`config.mk`:
```
export PLATFORM = sky130hd
export DESIGN_NAME = nrzi_descrambler
export DESIGN_NICKNAME = d
export VERILOG_FILES = /design/src/rtl/nrzi_desc_pkg.sv /design/src/rtl/nrzi_desc_ctrl.sv /design/src/rtl/nrzi_desc_dpath.sv /design/src/rtl/nrzi_descrambler.sv
export SDC_FILE = /design/constraint.sdc
export NUM_CORES = 1
export LEC_CHECK = 0
export ABC_AREA = 1
export BUFFER_PORTS_ARGS = -buffer_cell sky130_fd_sc_hd__buf_4
export CORE_MARGIN = 2
export CORE_UTILIZATION = 50
export CTS_CLUSTER_DIAMETER = 30
export DETAILED_ROUTE_END_ITERATION = 16
export GPL_TIMING_DRIVEN = 0
export MAX_ROUTING_LAYER = met4
export PLACE_DENSITY_LB_ADDON = 0.3
export SYNTH_ARGS = -nofsm -noshare
export SYNTH_HDL_FRONTEND = slang
export SYNTH_HIERARCHICAL = 1
export SYNTH_SLANG_ARGS = --single-unit
```
`constraint.sdc`:
```
create_clock -name clk -period 1.97 [get_ports clk]
set_input_delay 0.197 -clock clk [delete_from_list [all_inputs] [get_ports clk]]
set_output_delay 0.197 -clock clk [all_outputs]
set_load 0.005 [all_outputs]
```
`src/rtl/nrzi_desc_pkg.sv`:
```
package nrzi_desc_pkg;

  // Strobes that the control module sends to the datapath each cycle
  typedef struct packed {
    logic advance;    // accept inBit and shift history
    logic markValid;  // output register carries a valid bit next cycle
    logic passRaw;    // select the raw line bit for the output
  } ctrlStrobes_t;

endpackage

```
`src/rtl/nrzi_desc_ctrl.sv`:
```
module nrzi_desc_ctrl
  import nrzi_desc_pkg::*;
#(
  parameter int PRIME_LEN = 10
) (
  input  logic         clk,
  input  logic         rstN,
  input  logic         inValid,
  input  logic         bypass,
  output ctrlStrobes_t strobes
);
  localparam int CNT_W = $clog2(PRIME_LEN + 1);
  localparam logic [CNT_W-1:0] CNT_FULL = CNT_W'(PRIME_LEN);

  logic [CNT_W-1:0] acceptCount;
  logic             primed;

  assign primed = (acceptCount == CNT_FULL);

  // Count accepted bits, including those taken in bypass, and saturate
  always_ff @(posedge clk) begin
    if (!rstN) begin
      acceptCount <= '0;
    end else if (inValid && !primed) begin
      acceptCount <= acceptCount + 1'b1;
    end
  end

  always_comb begin
    strobes.advance   = inValid;
    strobes.passRaw   = bypass;
    strobes.markValid = inValid && (bypass || primed);
  end

endmodule

```
`src/rtl/nrzi_desc_dpath.sv`:
```
module nrzi_desc_dpath
  import nrzi_desc_pkg::*;
#(
  parameter int LONG_TAP  = 9,
  parameter int SHORT_TAP = 4
) (
  input  logic         clk,
  input  logic         rstN,
  input  logic         inBit,
  input  ctrlStrobes_t strobes,
  output logic         outBit,
  output logic         outValid
);
  logic                prevLine;
  logic [LONG_TAP-1:0] hist;      // hist[k] holds decoded[n-1-k]
  logic                decoded;
  logic                plainBit;

  assign decoded  = inBit ^ prevLine;
  assign plainBit = decoded ^ hist[SHORT_TAP-1] ^ hist[LONG_TAP-1];

  always_ff @(posedge clk) begin
    if (!rstN) begin
      prevLine <= 1'b0;
      hist     <= '0;
      outBit   <= 1'b0;
      outValid <= 1'b0;
    end else begin
      outValid <= strobes.markValid;
      if (strobes.advance) begin
        prevLine <= inBit;
        hist     <= {hist[LONG_TAP-2:0], decoded};
        outBit   <= strobes.passRaw ? inBit : plainBit;
      end
    end
  end

endmodule

```
`src/rtl/nrzi_descrambler.sv`:
```
module nrzi_descrambler #(
  parameter int LONG_TAP  = 9,
  parameter int SHORT_TAP = 4
) (
  input  logic clk,
  input  logic rstN,
  input  logic inBit,
  input  logic inValid,
  input  logic bypass,
  output logic outBit,
  output logic outValid
);
  // One extra bit covers the unknown line level before the first bit
  localparam int PRIME_LEN = LONG_TAP + 1;

  nrzi_desc_pkg::ctrlStrobes_t strobes;

  nrzi_desc_ctrl #(.PRIME_LEN(PRIME_LEN)) uCtrl (
    .clk     (clk),
    .rstN    (rstN),
    .inValid (inValid),
    .bypass  (bypass),
    .strobes (strobes)
  );

  nrzi_desc_dpath #(.LONG_TAP(LONG_TAP), .SHORT_TAP(SHORT_TAP)) uDpath (
    .clk      (clk),
    .rstN     (rstN),
    .inBit    (inBit),
    .strobes  (strobes),
    .outBit   (outBit),
    .outValid (outValid)
  );

endmodule

```
* Yosys cells after proc, flatten, opt, wreduce, memory -nomap -nowiden
Index checks and enable logic that the tools add are counted.
Word-level totals: register bits after elaboration 16, bits of input ports 5, output and inout port bits 2, word-level logic and storage cells 15
Cells by class: add/subtract/negate cells 1, equal/unequal tests 1, muxes and demuxes 1, bitwise logic cells 3, reductions and logical operators 4
Operator list (count):
- 4-bit by 1-bit adder with 4-bit output (second input constant) | 1
- 4-bit equality test (second input constant) | 1
- 1-bit XOR | 3
- 1-bit logical AND | 2
- 1-bit logical NOT | 1
- 1-bit logical OR | 1
- 1-bit 2-to-1 mux | 1

* Logic depth before layout (Yosys ltp)
depth in word-level cells 4, depth in mapped cells 8

* By module
Netlist, hierarchy kept.
By module, submodules not included:
- nrzi_desc_dpath | instances 1, cells each 68, area each 484.2 um2, sequential area each 240.2 um2
- nrzi_desc_ctrl | instances 1, cells each 33, area each 252.7 um2, sequential area each 80.1 um2

* Least setup slack after synthesis
Ideal clock, no wire load.
path kind register -> register, start register uCtrl.acceptCount[0], end register uCtrl.acceptCount[0], setup time 0.115 ns, arrival 0.893 ns, data required time 1.855 ns, setup slack 0.962 ns, cell stages (with the launch flop) 7, path buffers 0, clock period less this slack 1.008 ns, path through dfxtp_1 -> inv_1 -> ha_1 -> nand3_2 -> nand3_1 -> nand2_1 -> nor2_1
Between the ends: cells in the longest elaborated chain, start to end 3, elaborated cells between the ends (all ways) 4
Ends and longest elaborated chain:
- from (decl) | RTL line nrzi_desc_ctrl.sv:15 | logic [CNT_W-1:0] acceptCount;
- from (signal assigned) | RTL line nrzi_desc_ctrl.sv:25 | acceptCount <= acceptCount + 1'b1;
- parallel branches: the longest is 3 deep, another holds 4-bit by 1-bit adder with 4-bit output
Parallel ways; which one is timed is not known. A chain may end at the register's enable or synchronous reset.

* Worst setup path after layout
Ends and elaborated chain as after synthesis.

==> results.md <==
- After floorplanning, the core was divided into 13 placement rows.
- The analysis attributes to cell leakage a power of 0.4059 nW.
- Of the total power, the share spent switching nets is 24.88%.
- The total track usage is 15.67%.
- The largest net degree at the start of global routing is 11.
- The clock-pin transition on the worst setup and hold timing paths is 0.09 ns.
- Of all nets on the critical path, the largest fanout is 5.
- The count of inserted antenna diode cells is 0.
- Fill cells in the final layout number 135.
- The setup slack at placement is 0.8817 ns.
- Clock tree synthesis inserted a total of 3 buffers.
- The critical path class is reg -> reg.
- In this run the number of H-tree levels came out at 1.
- The root buffer cell chosen for the clock tree is sky130_fd_sc_hd__clkbuf_4.
- The average instance in the mapped netlist occupies 7.297 sq um.
- The clock sink count is 16.
- TritonCTS built the clock tree.
- Yosys mapped the design onto 19 distinct sky130hd cell types.
- From synthesis to final layout, the design area changed by 12.56%.
- Hold repair after CTS inserted 0 buffers.
- The core region is 1334 sq um.
- The number of violations of the max-capacitance limit is 0.
- The number of vias per cell is 4.632.
- The detailed router finished its first iteration with 9 violations.
- Once routing completed, OpenROAD measured the worst setup slack at 0.8805 ns.
- The horizontal die dimension is 42.39 microns.
- Setup repair after global routing left no endpoint under its margin.
- The gate count of the mapped netlist is 101.
- The cell taking the most area after synthesis is sky130_fd_sc_hd__dfxtp_1.
- The post-route antenna net violation count is 0.
- Sorting the synthesized cells by area gives the leading types as sky130_fd_sc_hd__dfxtp_1 43%, sky130_fd_sc_hd__nand2_1 11%, sky130_fd_sc_hd__o21ai_0 6.8%, sky130_fd_sc_hd__nor2_1 6.6%, sky130_fd_sc_hd__a21oi_1 6.1%.
- No sink is reached through more buffers than the 2 on the longest clock path.
- The top cell type's share of synthesized area is 43.46%.
- The post-CTS resize count is 0.
- The headroom to the max-slew limit is 79.27%.
- The hold violation total from the final report is 0.
- Wires add up to 1188 microns.
- The number of placed instances, taps included, is 121.
- The number of ports placed on the die boundary is 7.
- The post-route clock skew is 0.006555 ns.
- The initial antenna violation count is 0.
- The layout cell share with drive strength beyond 1 is 19.09%.
- Once the floorplan was initialized, standard cells occupied 55.25% of the core.
- The detailed-placement wirelength estimate is 912.4 microns.
- The number of endpoints failing setup at the final stage is 0.
- The detail-routed net length per standard cell is 9.504 microns.
- During synthesis, Yosys emitted a total of 6 warnings.
- The transition time at the pin with the least slew margin is 0.3110 ns.
- The post-synthesis register bit count is 16.
- The number of nets in the synthesized netlist is 108.
- The post-CTS setup buffer count is 0.
- The die footprint is 1797 sq um.
- The finished layout holds 125 standard cells, fillers aside.
- The period utilization is 55.31%.
- The net switching power is 0.1633 mW.
- The internal power summed over all cells is 0.4930 mW.
- Data on the critical path arrives at its endpoint at 1.27 ns.
- The number of global-route vias before repair is 500.
- In this run the power density over the cells is 791.1 nW/um^2.
- The congestion estimate from routability-driven global placement came to 0.7704.
- The total via count in the routed design is 579.
- The combinational power share is 12.3%.
- The net count of the finished layout is 118.
- At the worst endpoint, the required time is 2.15 ns.
- The final number of max-transition violations is 0.
- The largest vdd supply drop is 0.5143 mV.
- The run finished with clean final reports.
- The critical path endpoint category is a register.
- The count of TritonRoute iterations in the first routing pass is 5.
- The remaining routing DRC violations is 0.
- The worst register-to-register path has a setup slack of 0.88 ns.
- The worst setup path is launched from a register.
- Timing would allow up to 917.8 MHz.
- The placed instance area is 793.3 sq um.
- The total negative slack for setup checks is 0 ns.
- The class of the tightest hold or removal check is in -> reg.
- The clock network fraction of total power is 33.3%.
- The power share of the sequential group is 54.4%.
- The total overflow left after global routing is 0.
- The y dimension of the die is 42.39 microns.
- The netlist area before placement is 737.0 sq um.
- The post-layout instance area is 829.5 sq um.
- The insertion delay of the later-clocked pin in the worst-skew pair is 0.29 ns.
- Buffers placed on the I/O ports in this run total 5.
- The clock period minus worst slack is 1.090 ns.
- The share of synthesized area occupied by flip-flops and latches is 43.46%.
- The first-pass GRT wire length is 2090 microns.
[area by class of cell]
| cell class | count | area, sq um | share of cell area (%) |
|---|---|---|---|
| plain buffers | 6 | 40.04 | 4.827 |
| inverters | 14 | 52.55 | 6.335 |
| clock buffers | 4 | 36.28 | 4.374 |
| well taps | 15 | 18.77 | 2.262 |
| flip-flops and latches | 16 | 320.3 | 38.61 |
| repair buffers | 5 | 37.54 | 4.525 |
| multi-input cells | 65 | 324.1 | 39.06 |
[state kept, by name, indices dropped and copies added (netlist names)]
register / cells
uDpath/outBit: 1
uDpath/hist: 9
uCtrl/acceptCount: 4
uDpath/outValid: 1
uDpath/prevLine: 1
[power by group through the flow]
stage               Clock [mW]  Combinational, mW  Sequential, mW
floorplan                    0             0.0607           0.362
global placement             0             0.0793           0.363
detailed placement           0             0.0811           0.365
CTS                      0.224             0.0812           0.357
global route             0.236             0.0937           0.360
finish                   0.219             0.0808           0.357
[cell usage after synthesis]
| library cell | count |
|---|---|
| sky130_fd_sc_hd__a21boi_2 | 1 |
| sky130_fd_sc_hd__a21oi_1 | 9 |
| sky130_fd_sc_hd__a21oi_2 | 1 |
| sky130_fd_sc_hd__a31oi_1 | 1 |
| sky130_fd_sc_hd__buf_1 | 1 |
| sky130_fd_sc_hd__buf_2 | 2 |
| sky130_fd_sc_hd__buf_4 | 2 |
| sky130_fd_sc_hd__buf_6 | 1 |
| sky130_fd_sc_hd__dfxtp_1 | 16 |
| sky130_fd_sc_hd__ha_1 | 2 |
| sky130_fd_sc_hd__inv_1 | 11 |
| sky130_fd_sc_hd__inv_2 | 3 |
| sky130_fd_sc_hd__nand2_1 | 22 |
| sky130_fd_sc_hd__nand3_1 | 3 |
| sky130_fd_sc_hd__nand3_2 | 1 |
| sky130_fd_sc_hd__nand4_2 | 1 |
| sky130_fd_sc_hd__nor2_1 | 13 |
| sky130_fd_sc_hd__o21ai_0 | 10 |
| sky130_fd_sc_hd__xnor2_1 | 1 |
[cells by family (layout without fill, tap and decap cells)]
| logic type | Yosys count | after routing | share of synthesized area [%] |
|---|---|---|---|
| simple gates | 40 | 40 | 22.92 |
| fa+ha+maj | 2 | 2 | 3.395 |
| xor+xnor | 1 | 1 | 1.189 |
| buf+inv | 20 | 29 | 12.56 |
| flops | 16 | 16 | 43.46 |
| compound gates | 22 | 22 | 16.47 |
[stage by stage]
stage / utilization (%) / hold slack (ns) / power [mW]
floorplan: - / 0.3174 / 0.4226
global placement: 59.47 / 0.4666 / 0.4427
detailed placement: 59.47 / 0.4743 / 0.4459
CTS: 62.20 / 0.1660 / 0.6623
global route: 62.20 / 0.1759 / 0.6899
finish: 62.20 / 0.1770 / 0.6563
[cell usage in the layout, fill, tap and decap left out, types with 2 or more instances in the layout]
cell type,Yosys,routed
sky130_fd_sc_hd__buf_4,2,7
sky130_fd_sc_hd__nand2_1,22,22
sky130_fd_sc_hd__a21oi_1,9,9
sky130_fd_sc_hd__inv_1,11,11
sky130_fd_sc_hd__nand3_1,3,3
sky130_fd_sc_hd__buf_2,2,2
sky130_fd_sc_hd__dfxtp_1,16,16
sky130_fd_sc_hd__clkbuf_4,0,3
sky130_fd_sc_hd__ha_1,2,2
sky130_fd_sc_hd__nor2_1,13,13
sky130_fd_sc_hd__o21ai_0,10,10
sky130_fd_sc_hd__inv_2,3,3
[critical path, stage by stage (launching register included)]
cell and delay, ns:
sky130_fd_sc_hd__dfxtp_1 0.42, sky130_fd_sc_hd__inv_1 0.06, sky130_fd_sc_hd__ha_1 0.22, sky130_fd_sc_hd__nand3_2 0.12
sky130_fd_sc_hd__nand3_1 0.08, sky130_fd_sc_hd__nand2_1 0.06, sky130_fd_sc_hd__nor2_1 0.03
[metal layers]
metal / wire [microns] / track usage, %
met2: 499 / 22.46
met3: 33 / 3.879
met4: 15 / 7.500
met5: 0 / -
met1: 640 / 20.59
[worst paths after layout]
check / from / end / cells past startpoint
worst max register to register: uCtrl/acceptCount[0]$_SDFFE_PN0P_ / uCtrl/acceptCount[0]$_SDFFE_PN0P_ / 6
worst min register to register: uDpath/hist[0]$_SDFFE_PN0P_ / uDpath/hist[1]$_SDFFE_PN0P_ / 2
worst min-delay path: rstN / uCtrl/acceptCount[1]$_SDFFE_PN0P_ / 3
worst max-delay path: uCtrl/acceptCount[0]$_SDFFE_PN0P_ / uCtrl/acceptCount[0]$_SDFFE_PN0P_ / 6
Power figures use the tool's default switching activity.
